$ cat src/rtl/ivc_pkg.sv
package ivc_pkg;
  typedef enum logic [1:0] {
    LVL_NONE = 2'd0,
    LVL_LOW  = 2'd1,
    LVL_HIGH = 2'd2,
    LVL_TOP  = 2'd3
  } lvl_e;

  localparam int VEC_COUNT   = 10;
  localparam int SRC_COUNT   = 18;
  localparam int STACK_DEPTH = 3;
  localparam int SRC_PER_VEC [VEC_COUNT] = '{1, 1, 3, 2, 1, 2, 1, 2, 3, 2};

  // strobes from control to datapath
  typedef struct packed {
    logic capture;
    logic push;
    logic pop;
  } strb_t;

  function automatic logic [SRC_COUNT-1:0] srcMask(input int vec);
    int first;
    logic [SRC_COUNT-1:0] m;
    first = 0;
    for (int k = 0; k < VEC_COUNT; k++)
      if (k < vec) first += SRC_PER_VEC[k];
    m = '0;
    for (int s = 0; s < SRC_COUNT; s++)
      if (s >= first && s < first + SRC_PER_VEC[vec]) m[s] = 1'b1;
    return m;
  endfunction
endpackage

$ cat src/rtl/ivc_datapath.sv
module ivc_datapath
  import ivc_pkg::*;
#(
  parameter int NUM_TOP_VEC = 2,
  parameter int ADDR_W      = 16,
  parameter int VEC_BASE    = 3,
  parameter int VEC_STRIDE  = 8
) (
  input  logic                 clk,
  input  logic                 rstN,
  input  logic [SRC_COUNT-1:0] srcFlag,
  input  logic [SRC_COUNT-1:0] srcEnable,
  input  logic [VEC_COUNT-1:0] vecLevelSel,
  input  strb_t                strb,
  output logic                 candAccept,
  output logic                 stackEmpty,
  output logic [ADDR_W-1:0]    vecAddr
);
  localparam int IDX_W   = $clog2(VEC_COUNT);
  localparam int DEPTH_W = $clog2(STACK_DEPTH + 1);
  localparam logic [DEPTH_W-1:0] ONE = 1;

  logic [VEC_COUNT-1:0] vecReq;
  lvl_e                 vecLvl [VEC_COUNT];
  lvl_e                 bestLvl, curLvl, selLvl;
  logic [IDX_W-1:0]     bestIdx, selIdx;
  lvl_e                 stk [STACK_DEPTH];
  logic [DEPTH_W-1:0]   depth;

  for (genvar v = 0; v < VEC_COUNT; v++) begin : g_vec
    assign vecReq[v] = |(srcFlag & srcEnable & srcMask(v));
    if (v < NUM_TOP_VEC) begin : g_top
      assign vecLvl[v] = vecLevelSel[v] ? LVL_TOP : LVL_LOW;
    end else begin : g_high
      assign vecLvl[v] = vecLevelSel[v] ? LVL_HIGH : LVL_LOW;
    end
  end

  // strict compare keeps the lowest index among equal levels
  always_comb begin
    bestLvl = LVL_NONE;
    bestIdx = '0;
    for (int i = 0; i < VEC_COUNT; i++) begin
      if (vecReq[i] && (vecLvl[i] > bestLvl)) begin
        bestLvl = vecLvl[i];
        bestIdx = IDX_W'(i);
      end
    end
  end

  assign stackEmpty = (depth == '0);
  assign curLvl     = stackEmpty ? LVL_NONE : stk[depth - ONE];
  assign candAccept = (bestLvl > curLvl);
  assign vecAddr    = ADDR_W'(VEC_BASE + VEC_STRIDE * int'(selIdx));

  always_ff @(posedge clk or negedge rstN) begin
    if (!rstN) begin
      selIdx <= '0;
      selLvl <= LVL_NONE;
    end else if (strb.capture) begin
      selIdx <= bestIdx;
      selLvl <= bestLvl;
    end
  end

  always_ff @(posedge clk or negedge rstN) begin
    if (!rstN) begin
      depth <= '0;
      for (int e = 0; e < STACK_DEPTH; e++) stk[e] <= LVL_NONE;
    end else if (strb.push) begin
      stk[depth] <= selLvl;
      depth      <= depth + ONE;
    end else if (strb.pop) begin
      depth <= depth - ONE;
    end
  end


  no_overflow_chk: assert property (@(posedge clk) disable iff (!rstN)
    strb.push |-> (depth < DEPTH_W'(STACK_DEPTH)))
    else $error("push onto full in-service stack");


  nest_rise_chk: assert property (@(posedge clk) disable iff (!rstN)
    strb.push |-> (selLvl > curLvl))
    else $error("accepted level not above level in service");


  pop_guard_chk: assert property (@(posedge clk) disable iff (!rstN)
    strb.pop |-> !stackEmpty)
    else $error("pop from empty in-service stack");
endmodule

$ cat src/rtl/ivc_control.sv
module ivc_control
  import ivc_pkg::*;
(
  input  logic  clk,
  input  logic  rstN,
  input  logic  candAccept,
  input  logic  stackEmpty,
  input  logic  ackIn,
  input  logic  retIn,
  output strb_t strb,
  output logic  irqReq
);
  logic pendQ;
  logic ackTaken;

  assign ackTaken     = ackIn && pendQ;
  assign strb.capture = !pendQ && candAccept;
  assign strb.push    = ackTaken;
  assign strb.pop     = retIn && !ackTaken && !stackEmpty;
  assign irqReq       = pendQ;

  always_ff @(posedge clk or negedge rstN) begin
    if (!rstN)             pendQ <= 1'b0;
    else if (strb.capture) pendQ <= 1'b1;
    else if (ackTaken)     pendQ <= 1'b0;
  end


  hold_chk: assert property (@(posedge clk) disable iff (!rstN)
    (pendQ && !ackIn) |=> pendQ)
    else $error("request withdrawn before acknowledge");


  drop_chk: assert property (@(posedge clk) disable iff (!rstN)
    (pendQ && ackIn) |=> !pendQ)
    else $error("request kept after acknowledge");
endmodule

$ cat src/rtl/irq_nest_ctrl.sv
module irq_nest_ctrl
  import ivc_pkg::*;
#(
  parameter int NUM_TOP_VEC = 2,
  parameter int ADDR_W      = 16,
  parameter int VEC_BASE    = 3,
  parameter int VEC_STRIDE  = 8
) (
  input  logic                 clk,
  input  logic                 rstN,
  input  logic [SRC_COUNT-1:0] srcFlag,
  input  logic [SRC_COUNT-1:0] srcEnable,
  input  logic [VEC_COUNT-1:0] vecLevelSel,
  input  logic                 intAck,
  input  logic                 intRet,
  output logic                 irqReq,
  output logic [ADDR_W-1:0]    vecAddr
);
  strb_t strb;
  logic  candAccept;
  logic  stackEmpty;

  ivc_control u_ctrl (
    .clk(clk), .rstN(rstN), .candAccept(candAccept), .stackEmpty(stackEmpty),
    .ackIn(intAck), .retIn(intRet), .strb(strb), .irqReq(irqReq)
  );

  ivc_datapath #(
    .NUM_TOP_VEC(NUM_TOP_VEC), .ADDR_W(ADDR_W),
    .VEC_BASE(VEC_BASE), .VEC_STRIDE(VEC_STRIDE)
  ) u_dp (
    .clk(clk), .rstN(rstN), .srcFlag(srcFlag), .srcEnable(srcEnable),
    .vecLevelSel(vecLevelSel), .strb(strb), .candAccept(candAccept),
    .stackEmpty(stackEmpty), .vecAddr(vecAddr)
  );


  addr_stable_chk: assert property (@(posedge clk) disable iff (!rstN)
    (irqReq && !intAck) |=> $stable(vecAddr))
    else $error("vector address moved while offered");
endmodule

$ cat config.mk
export PLATFORM = sky130hd
export DESIGN_NAME = irq_nest_ctrl
export DESIGN_NICKNAME = d
export VERILOG_FILES = /design/src/rtl/ivc_pkg.sv /design/src/rtl/ivc_datapath.sv /design/src/rtl/ivc_control.sv /design/src/rtl/irq_nest_ctrl.sv
export SDC_FILE = /design/constraint.sdc
export NUM_CORES = 1
export LEC_CHECK = 0
export BUFFER_PORTS_ARGS = -buffer_cell sky130_fd_sc_hd__buf_2
export CAP_MARGIN = 10
export CORE_MARGIN = 2
export CORE_UTILIZATION = 54
export CTS_BUF_LIST = sky130_fd_sc_hd__clkbuf_4
export DETAILED_ROUTE_END_ITERATION = 8
export HOLD_SLACK_MARGIN = 0.08
export PLACE_DENSITY = 0.87
export SETUP_SLACK_MARGIN = 0.3
export SLEW_MARGIN = 25
export SYNTH_ARGS = -nofsm -noshare
export SYNTH_HDL_FRONTEND = slang
export SYNTH_SLANG_ARGS = --single-unit
$ cat constraint.sdc
create_clock -name clk -period 6.15 [get_ports clk]
set_input_delay 0.615 -clock clk [delete_from_list [all_inputs] [get_ports clk]]
set_output_delay 0.615 -clock clk [all_outputs]
set_load 0.02 [all_outputs]
==> results of run 1 <==
-- through the flow --
step                instances  hold WS (ns)  setup WS (ns)  utilization
floorplan                 203         0.319          -3.19            -
global placement          318         0.489          -3.13        0.819
detailed placement        318         0.497          -3.50        0.819
CTS                       342         0.217          -2.77        0.921
-- cell usage after synthesis (all sizes together) (2+ instances only) --
cell type  instances  area (µm²)
a211oi             2        15.0
a21oi             10        57.6
a221oi             3        32.5
a222oi             2        20.0
a22o               7        61.3
a31oi              4        25.0
and2               2        15.0
and3               3        18.8
buf               12        90.1
clkbuf             2        7.51
conb               2        7.51
dfrtp             15         375
ha                14         175
inv               10        37.5
maj3               3        30.0
mux2               7        78.8
mux2i              4        40.0
nand2             18        70.1
nand2b             3        18.8
nand3              8        40.0
nand4              2        12.5
nor2              15        56.3
nor2b              3        18.8
nor3               5        25.0
o211ai             2        15.0
o21ai              9        45.0
or2                4        25.0
-- cell families after synthesis --
family	Yosys count
compound gates	55
xor+xnor	1
simple gates	68
flops	15
mux	11
fa+ha+maj	17
buf+inv	24
other cells	2
-- what timing repair did --
action                                 in CTS
setup endpoints to repair                   7
gates cloned                                0
endpoints found under the hold margin       0
pin swaps                                  38
setup buffers                              20
resized for setup                          20
==> impl_metrics.tcl, run 1 <==
set metrics [dict create \
    repair-timing-grt-worst-ep "u_dp.selIdx[1]$_DFFE_PN0P_/D" \
    ctsRootBufferMaster "clkbuf_4" \
    synth.avg_cell_area_um2 8.27 \
    post_dp_cell_area_um2 2280 \
    syn_inst 193 \
    combinational_family_with_the_most_area_after_synthesis "compound AO/OA/AOI/OAI gates" \
    clock_tree.buffer_depth 2 \
    rows 19 \
    synthAdderAreaFrac 0.129 \
    ys_seq_area_frac 0.235 \
    detailed_place_hpwl_mm 3.54 \
    finalWeightedCongestion 0.882 \
    share_of_the_synthesized_area_in_compound_gates_ao_oa_aoi_oai 0.254 \
    synth_xor_area_frac 0.00549 \
    synthArstFlopShare 1.00 \
    ys.warnings.count 0 \
    yosys.area_share.simple 0.213 \
    numCtsBuffers 3 \
    cts_htree_levels 1 \
    die_height_um 58.4 \
    die_w_um 58.4 \
    grt_antenna_before_repair 0 \
    stop_stage "global routing" \
    synth.mux.area_fraction 0.0745 \
    ys_dominant_reg_cell "dfrtp_1" \
    top_level_ports 67 \
    syn-cell-area_um2 1600 \
    grt_start_max_net_pins 16 \
    worst_path_end_type "sequential cell input" \
    synth.distinct_cells 56 \
    clock_sink_count 15 \
    ctsHoldBuffers 0 \
    yosys_register_bits 15 \
    run_status "did not finish" \
    port-buffer-count 54 \
    synth_enable_flop_cells 0 \
    initial_core_util 0.574 \
    first-error "[ERROR DPL-0033] detailed placement checks failed during check placement." \
]
==> run 2: changes to the inputs <==
Settings changed: CORE_UTILIZATION 54 to 40, CTS_BUF_LIST sky130_fd_sc_hd__clkbuf_4 to not set, HOLD_SLACK_MARGIN 0.08 to not set, PLACE_DENSITY 0.87 to not set, PLACE_DENSITY_LB_ADDON set to 0.15, SETUP_SLACK_MARGIN 0.3 to not set.
==> run 2 against run 1 <==
- the flow now finishes, with violations (setup timing)
- synthesized cell count unchanged
- synthesized area unchanged
==> impl_metrics.tcl, run 2 <==
set metrics [dict create \
    run_status "finished with violations" \
    violations "setup timing" \
    number_of_global_route_vias_before_repair 1818 \
    detailed_place_hpwl_mm 3.38 \
    clock_sink_count 15 \
    ys_seq_area_frac 0.235 \
    ant_nets 0 \
    clock_tree.buffer_depth 2 \
    post-route-util 0.730 \
    post-route-period-util 1.49 \
    final_cell_mix "buf_4, buf_2, nand2_1, dfrtp_1, conb_1" \
    hold_slack_ns 0.270 \
    grt_antenna_before_repair 0 \
    synthArstFlopShare 1.00 \
    setup_viol 7 \
    seq_power_share 0.218 \
    largest_reg_flops 6 \
    switching_share 0.413 \
    clk_latency_ns 0.25 \
    synth.avg_cell_area_um2 8.27 \
    startpoint_type "primary input" \
    wire_length_reported_by_the_detailed_router_mm 5.05 \
    num_antenna_cells 0 \
    top_regs "u_dp.stk x6, u_dp.selIdx x4" \
    route.vias.total 1952 \
    finalWorstPathRequiredPeriod_ns 9.19 \
    critical_path.n_buffers_inverters 2 \
    worst_hold_path_type "in2async" \
    worst_setup_hold_path_clk_slew_ns 0.06 \
    timing_worst_slew_pin_value_ns 0.680 \
    critPathCaptureType "flop" \
    internal_power_uw 493 \
    overflow 0 \
    hold_viol_final 0 \
    placement.setup.worst_slack_ns -3.40 \
    setup_repair_after_global_routing_missed_its_margin "yes" \
    grt_pass1_wl_mm 7.68 \
    synth_area_leader_cell "dfrtp_1" \
    synthMostInstantiatedCell "nand2_1" \
    setup.worst_path.class "in2reg" \
    setup_skew_after_layout_ns 0.00646 \
    drtPass1Iterations 4 \
    syn_inst 193 \
    critical-path-slowest-cell "or3_4" \
    gr-usage-all-layers 0.216 \
    syn-cell-area_um2 1600 \
    worst-endpoint-arrival_ns 9.37 \
    leakage_nw 1.33 \
    yosys_register_bits 15 \
    ctsRootBufferMaster "clkbuf_8" \
    switching_power_uw 348 \
    share_comb_of_total_power 0.688 \
    worst_endpoint_required_time_ns 6.33 \
    drc 0 \
    critPathMaxFanout 3 \
    flow.area_growth_from_synthesis_pct 71.2 \
    max_stage_delay_ns 0.36 \
    routedWlPerCell_um 13.6 \
    ys_dominant_reg_cell "dfrtp_1" \
    top_level_ports 67 \
    p_clk_frac 0.095 \
    timing.max_slew.rel_slack 0.546 \
    netlist_top_cells_count "nand2_1, dfrtp_1, nor2_1" \
    port-buffer-count 54 \
    cts_htree_levels 1 \
    timing.max_cap.violations 0 \
    synth.distinct_cells 56 \
    ctsHoldBuffers 0 \
    numCtsBuffers 3 \
    cellPowerDensity_nw_per_um2 308 \
    die_w_um 67.2 \
    die_height_um 67.2 \
    1st_iter_drt_viols 44 \
    timing.final.max_slew_violations 0 \
    nets 387 \
    synth_enable_flop_cells 0 \
    rows 22 \
    crit_path_frequent_cell "ha_1" \
    finalWeightedCongestion 0.903 \
    ys.warnings.count 0 \
    largest-register "u_dp.stk" \
    initial_core_util 0.426 \
    layout.cells.most_common "buf_4" \
    total_power_uw 841 \
    critPathTopFamily "simple AND/OR/NAND/NOR gates" \
    core_area_um2 3740 \
    post-route-worst-setup-slack_ns -3.04 \
    yosysTopAreaCellShare 0.235 \
    post_drt_via_cell_ratio 5.28 \
    tritoncts_clock_tree "built" \
    clock.fmax_ghz 0.109 \
    vdd_ir_drop_max_uv 158 \
    post_route_cells_drive_above_1_share 0.581 \
    fp.dieArea_um2 4510 \
    ys_top_cells_by_area "dfrtp_1, ha_1, buf_4" \
    grt_start_max_net_pins 16 \
]
[run 2: worst reg2reg max path, stage by stage, from the launching register on]
cell and delay [ns]:
dfrtp_1 0.39, inv_1 0.13, ha_1 0.45, mux2i_1 0.23, nor2_1 0.06, a31oi_1 0.14
nor2_1 0.06, ha_1 0.30, a21oi_2 0.16, o21ai_2 0.08, or2_4 0.27, nor2_4 0.13
a22o_1 0.13
[run 2: final cells by class]
type | count | area (µm²)
repair buffers | 129 | 850
fillers | 287 | 1010
well taps | 48 | 60.1
inverters | 10 | 37.5
flip-flops and latches | 15 | 375
multi-input cells | 164 | 1360
clock buffers | 4 | 45.0
[run 2: through the flow]
step	instances	area [µm²]	setup TNS (ns)
after floorplan	203	1740	-21.75
after global placement	338	2320	-21.55
after detailed placement	338	2320	-23.35
after CTS	362	2590	-19.29
after global routing	370	2730	-23.75
final	370	2730	-20.76
[run 2: path summary, 6_finish.rpt]
| check | startpoint | to | slack [ns] | depth (start not counted) |
|---|---|---|---|---|
| min in group clk | u_dp.selIdx[1] | u_dp.selIdx[1] | 0.51 | 1 |
| worst min-delay path | rstN | u_dp.stk[3] | 0.27 | 1 |
| max in group asynchronous | rstN | u_dp.selIdx[3] | 5.62 | 1 |
| worst min register to register | u_dp.selIdx[1] | u_dp.selIdx[1] | 0.51 | 1 |
| worst max-delay path | vecLevelSel[0] | u_dp.selIdx[1] | -3.04 | 51 |
| worst max register to register | u_dp.depth[0] | u_dp.selIdx[1] | 3.57 | 12 |
[run 2: cells by family after synthesis]
family	count (synthesis)	synth area share
fa+ha+maj	17	0.129
simple gates	68	0.213
buf+inv	24	0.0847
xor+xnor	1	0.00549
other cells	2	0.00471
mux	11	0.0745
flops	15	0.235
compound gates	55	0.254
[run 2: power by group through the flow]
stage	Combinational, mW	Sequential (mW)	Clock, mW
after global placement	0.479	0.182	0
final	0.578	0.183	0.0796
after detailed placement	0.498	0.184	0
after floorplan	0.333	0.189	0
after CTS	0.540	0.183	0.0806
after global routing	0.631	0.188	0.0871
[run 2: what timing repair did]
item | CTS | global route
pin swaps | 41 | 33
setup buffers | 20 | 8
setup endpoints to repair | 7 | 7
resized for setup | 15 | 17
[run 2: routing by layer]
layer / up-vias / routed length [µm] / GRT usage
met5: - / 0 / 0
met1: 933 / 2090 / 0.255
met3: 10 / 163 / 0.0250
met4: 0 / 79 / 0.0561
met2: 44 / 2720 / 0.410
li1: 965 / - / -
(Power assumes the default switching activity.)
==> run 3: changes to the inputs <==
Settings changed: CTS_BUF_LIST set to sky130_fd_sc_hd__clkbuf_8.
==> run 3 against run 2 <==
- the flow still finishes with violations (setup timing)
- via count increased by 0.56%
- critical path depth unchanged
- first-iteration DRC count increased by 4.5%
- flip-flop and latch count unchanged
- critical path type unchanged
- total power decreased by 0.17%
==> impl_metrics.tcl, run 3 (synthesis gave the netlist of run 2 again) <==
set metrics [dict create \
    setup_skew_after_layout_ns 0.00691 \
    startpoint_type "primary input" \
    route.vias.total 1963 \
    cellPowerDensity_nw_per_um2 307 \
    clock.fmax_ghz 0.109 \
    r2r_slack_ns 3.57 \
    ant_nets 0 \
    timing.max_slew.rel_slack 0.546 \
    1st_iter_drt_viols 46 \
    port-buffer-count 54 \
    worst_endpoint_required_time_ns 6.33 \
    timing_worst_slew_pin_value_ns 0.680 \
    worst_hold_path_type "in2async" \
    final_cell_mix "buf_4, buf_2, nand2_1, dfrtp_1, conb_1" \
    num_antenna_cells 0 \
    critical_path.n_buffers_inverters 2 \
    wire_length_reported_by_the_detailed_router_mm 5.05 \
    detailed_place_hpwl_mm 3.38 \
    die_w_um 67.2 \
    routedWlPerCell_um 13.7 \
    drtPass1Iterations 4 \
    overflow 0 \
    top_level_ports 67 \
    critPathCaptureType "flop" \
    largest-register "u_dp.stk" \
    nets 387 \
    rows 22 \
    setup.worst_path.class "in2reg" \
    crit-reg2reg-launch "u_dp.depth[0]" \
    grt_pass1_wl_mm 7.69 \
    timing.final.max_slew_violations 0 \
    clock_sink_count 15 \
    layout.cells.most_common "buf_4" \
    tritoncts_clock_tree "built" \
    number_of_filler_instances_in_the_final_layout 287 \
    max_stage_delay_ns 0.36 \
    r2r-end "u_dp.selIdx[1]" \
    run_status "finished with violations" \
    initial_core_util 0.426 \
    post-route-period-util 1.49 \
    worst_setup_hold_path_clk_slew_ns 0.06 \
    ff_latch_area_um2 375 \
    ctsRootBufferMaster "clkbuf_8" \
    numCtsBuffers 3 \
    critPathTopFamily "simple AND/OR/NAND/NOR gates" \
    post_route_cells_drive_above_1_share 0.581 \
    top_regs "u_dp.stk x6, u_dp.selIdx x4" \
    fp.dieArea_um2 4510 \
    multi_input_area_um2 1360 \
    crit_path_frequent_cell "ha_1" \
    placement.setup.worst_slack_ns -3.40 \
    leakage_nw 1.33 \
    critPathMaxFanout 3 \
    critical-path-slowest-cell "or3_4" \
    die_height_um 67.2 \
    setup_repair_after_global_routing_missed_its_margin "yes" \
    post-route-worst-setup-slack_ns -3.04 \
    finalWeightedCongestion 0.903 \
    hold_viol_final 0 \
    post-route-util 0.730 \
    drc 0 \
    timing.max_cap.violations 0 \
    gr-usage-all-layers 0.216 \
    setup_viol 7 \
    reg2regPathDepth 12 \
    violations "setup timing" \
    core_area_um2 3740 \
    vdd_ir_drop_max_uv 158 \
    finalWorstPathRequiredPeriod_ns 9.19 \
    cts_htree_levels 1 \
    number_of_global_route_vias_before_repair 1819 \
    post_drt_via_cell_ratio 5.31 \
    clk_latency_ns 0.25 \
    grt_start_max_net_pins 16 \
    largest_reg_flops 6 \
    startpoint "vecLevelSel[0]" \
    worst-endpoint-arrival_ns 9.37 \
    clock_tree.buffer_depth 2 \
    flow.area_growth_from_synthesis_pct 71.2 \
    grt_antenna_before_repair 0 \
]
## run 3: cell types whose count changed in the layout (fill, tap and decap cells not counted), sizes merged
cell	before	now
inv	10	11
clkbuf	4	3
## run 3: final cells by class
cell class,instances,share of cell area
Timing Repair Buffer,129,0.311
Multi-Input combinational cell,164,0.499
Sequential cell,15,0.137
Clock inverter,1,0.00137
Inverter,10,0.0137
Tap cell,48,0.0220
Clock buffer,3,0.0151
## run 3: power breakdown
group	total [mW]	switching [mW]	internal, mW
registers	0.183	0.0362	0.147
logic	0.578	0.278	0.301
clock network	0.0781	0.0340	0.0441
total	0.840	0.348	0.492
## run 3: routing by layer
metal	part of all wire	vias up	track usage	wire length, µm
met5	0	-	0	0
met4	0.016	0	0.0561	79
met3	0.033	10	0.0250	165
met2	0.54	46	0.410	2730
met1	0.41	942	0.255	2080
li1	-	965	-	-
## run 3: worst max path at each step
stage,to,cells past startpoint
after floorplan,u_dp.selIdx[1],52
after global placement,u_dp.selIdx[1],51
after CTS,u_dp.selIdx[2],53
after global routing,u_dp.selIdx[1],52
after detailed placement,u_dp.selIdx[2],53
final,u_dp.selIdx[1],51
## run 3: through the flow
stage	cell area (µm²)	power, mW	cells	TNS (ns)	hold slack, ns
6_report	2730	0.840	370	-20.75	0.269
5_1_grt	2730	0.905	370	-23.75	0.294
4_1_cts	2590	0.802	362	-19.29	0.279
3_5_place_dp	2320	0.682	338	-23.35	0.487
3_3_place_gp	2320	0.661	338	-21.55	0.486
2_1_floorplan	1740	0.522	203	-21.75	0.319
## run 3: timing repair
| item | in CTS | in global routing |
|---|---|---|
| pin swaps | 41 | 33 |
| gates resized for setup | 15 | 17 |
| hold buffers | 0 | 0 |
| buffers inserted | 20 | 8 |
| hold endpoints to repair | 0 | 0 |
| cloned | 0 | 0 |
| endpoints found under the setup margin | 7 | 7 |
==> run 4: changes to the inputs <==
Settings changed: ABC_AREA set to 1.
==> run 4 against run 3 <==
- the run still ends with setup timing left
- count of clock-buffer cells in the layout unchanged
- die area down 0.95%
- total power up 27%
- final cell count up 27%
- final area up 17%
- via count up 28%
- combinational power up 38%
- first-iteration DRC count rose to 4.7 times the previous value
- synthesized cell count up 26%
- non-clock buffer count up 48
- utilization up 13 points
- largest power group unchanged
==> impl_metrics.tcl, run 4 <==
set metrics [dict create \
    post_layout_nonfiller_instances 470 \
    detailed_place_hpwl_mm 2.99 \
    number_of_filler_instances_in_the_final_layout 169 \
    ctsRootBufferMaster "clkbuf_8" \
    switching_share 0.463 \
    ys.warnings.count 0 \
    clock_sink_count 15 \
    layout.cells.most_common "buf_4" \
    post_route_cells_drive_above_1_share 0.637 \
    timing.max_cap.violations 0 \
    finalWorstPathRequiredPeriod_ns 8.98 \
    clock.fmax_ghz 0.111 \
    setup_skew_after_layout_ns 0.00934 \
    crit_path_frequent_cell "buf_4" \
    worst_endpoint_required_time_ns 6.33 \
    worst_hold_path_type "in2async" \
    largest-register "u_dp.stk" \
    post-route-util 0.862 \
    hold_viol_final 0 \
    syn_inst 243 \
    top_regs "u_dp.stk x6, u_dp.selIdx x4" \
    ys_top_cells_by_area "dfrtp_1, nand2_1, ha_1" \
    ys_dominant_reg_cell "dfrtp_1" \
    max_stage_delay_ns 0.26 \
    setup_repair_after_global_routing_missed_its_margin "yes" \
    yosys.area_share.simple 0.357 \
    finalWeightedCongestion 0.765 \
    route.vias.total 2522 \
    placement.setup.worst_slack_ns -2.81 \
    top_level_ports 67 \
    final_cell_mix "buf_4, buf_2, nand2_1, nand2_2, inv_1" \
    violations "setup timing" \
    drtPass1Iterations 4 \
    yosys_register_bits 15 \
    grt_start_max_net_pins 16 \
    wire_length_reported_by_the_detailed_router_mm 8.68 \
    synth_xor_area_frac 0.00555 \
    tritoncts_clock_tree "built" \
    timing.final.max_slew_violations 0 \
    nets 487 \
    multi_input_area_um2 1360 \
    switching_power_uw 494 \
    netlist_top_cells_count "nand2_1, inv_1, nor2_1, o21ai_0, nand3_1" \
    initial_core_util 0.425 \
    fin_setup_tns_ns -19.51 \
    yosysTopAreaCellShare 0.238 \
    synth.distinct_cells 32 \
    synth_enable_flop_cells 0 \
    post-route-period-util 1.46 \
    synth.mux.area_fraction 0 \
    critical-path-slowest-cell "o31ai_4" \
    post_drt_via_cell_ratio 5.37 \
    setup.worst_path.class "in2reg" \
    grt_pass1_wl_mm 10.5 \
    syn-cell-area_um2 1580 \
    critical_path.n_buffers_inverters 31 \
    place.detailed.instances 375 \
    ant_nets 0 \
    vdd_ir_drop_max_uv 224 \
    worst_setup_hold_path_clk_slew_ns 0.07 \
    critPathTopFamily "buffers and inverters" \
    gr-usage-all-layers 0.313 \
    critPathMaxFanout 3 \
    cts_htree_levels 1 \
    run_status "finished with violations" \
    rows 22 \
    port-buffer-count 54 \
    clk_latency_ns 0.26 \
    leakage_nw 1.75 \
    seq_power_share 0.173 \
    synth_area_leader_cell "dfrtp_1" \
    core_area_um2 3720 \
    synthMostInstantiatedCell "nand2_1" \
    grt_antenna_before_repair 0 \
    p_clk_frac 0.079 \
    drc 0 \
    number_of_global_route_vias_before_repair 2358 \
    critPathCaptureType "flop" \
    synth.avg_cell_area_um2 6.50 \
    startpoint_type "primary input" \
    clock_tree.buffer_depth 2 \
    numCtsBuffers 3 \
    routedWlPerCell_um 18.5 \
    post-route-worst-setup-slack_ns -2.83 \
    ff_latch_area_um2 375 \
    synthAdderAreaFrac 0.111 \
    die_height_um 66.8 \
    fp.dieArea_um2 4470 \
    die_w_um 66.8 \
    setup_viol 7 \
    worst-endpoint-arrival_ns 9.17 \
    total_power_mw 1.07 \
    internal_power_uw 572 \
    overflow 0 \
    1st_iter_drt_viols 217 \
    num_antenna_cells 0 \
    combinational_family_with_the_most_area_after_synthesis "simple AND/OR/NAND/NOR gates" \
    cellPowerDensity_nw_per_um2 333 \
    synthArstFlopShare 1.00 \
    share_of_the_synthesized_area_in_compound_gates_ao_oa_aoi_oai 0.140 \
    share_comb_of_total_power 0.748 \
    ys_seq_area_frac 0.238 \
    flow.area_growth_from_synthesis_pct 103 \
    largest_reg_flops 6 \
]
run 4: layout make-up:
| cell class | instances | share of cell area |
|---|---|---|
| clock buffer | 3 | 0.0129 |
| clock inverter | 1 | 0.00156 |
| inverter | 36 | 0.0434 |
| multi-input combinational | 190 | 0.425 |
| sequential | 15 | 0.117 |
| tap | 48 | 0.0188 |
| timing repair buffer | 177 | 0.381 |
run 4: metrics by stage:
stage               hold WS [ns]  area (µm²)
finish                     0.251        3200
global route               0.279        3200
global placement           0.453        2180
CTS                        0.263        2980
detailed placement         0.454        2180
floorplan                  0.319        1700
run 4: final timing paths:
check | start | to | slack (ns) | cells after the start
min in group clk | u_dp.stk[5] | u_dp.stk[5] | 0.49 | 2
hold / removal | rstN | u_dp.selIdx[2] | 0.25 | 1
hold reg to reg | u_dp.stk[5] | u_dp.stk[5] | 0.49 | 2
setup reg to reg | u_dp.depth[0] | u_dp.selIdx[3] | 3.67 | 12
max in group asynchronous | rstN | u_dp.stk[2] | 5.64 | 1
setup / recovery | srcFlag[0] | u_dp.selIdx[0] | -2.83 | 75
run 4: per-layer routing:
layer,track usage,part of all wire,vias to the layer above
li1,-,-,1111
met5,0,0,-
met4,0.202,0.084,0
met1,0.317,0.35,1166
met2,0.570,0.49,167
met3,0.0726,0.075,78
run 4: what timing repair did:
action / 4_1_cts / 5_1_grt
buffers inserted: 83 / 11
gates resized for setup: 38 / 42
setup endpoints to repair: 7 / 7
hold buffers: 0 / 0
pin swaps: 24 / 37
run 4: cells by family (layout without fill, tap and decap cells):
family / after synthesis / after routing
buf+inv: 48 / 217
simple gates: 127 / 127
compound gates: 36 / 36
xor+xnor: 1 / 1
flops: 15 / 15
other cells: 2 / 12
fa+ha+maj: 14 / 14
run 4: power by group through the flow:
stage | combinational, mW | clock, mW | sequential [mW]
final | 0.797 | 0.0842 | 0.185
after global routing | 0.850 | 0.0873 | 0.188
after CTS | 0.620 | 0.0817 | 0.178
after detailed placement | 0.449 | 0 | 0.178
after global placement | 0.437 | 0 | 0.179
after floorplan | 0.290 | 0 | 0.192
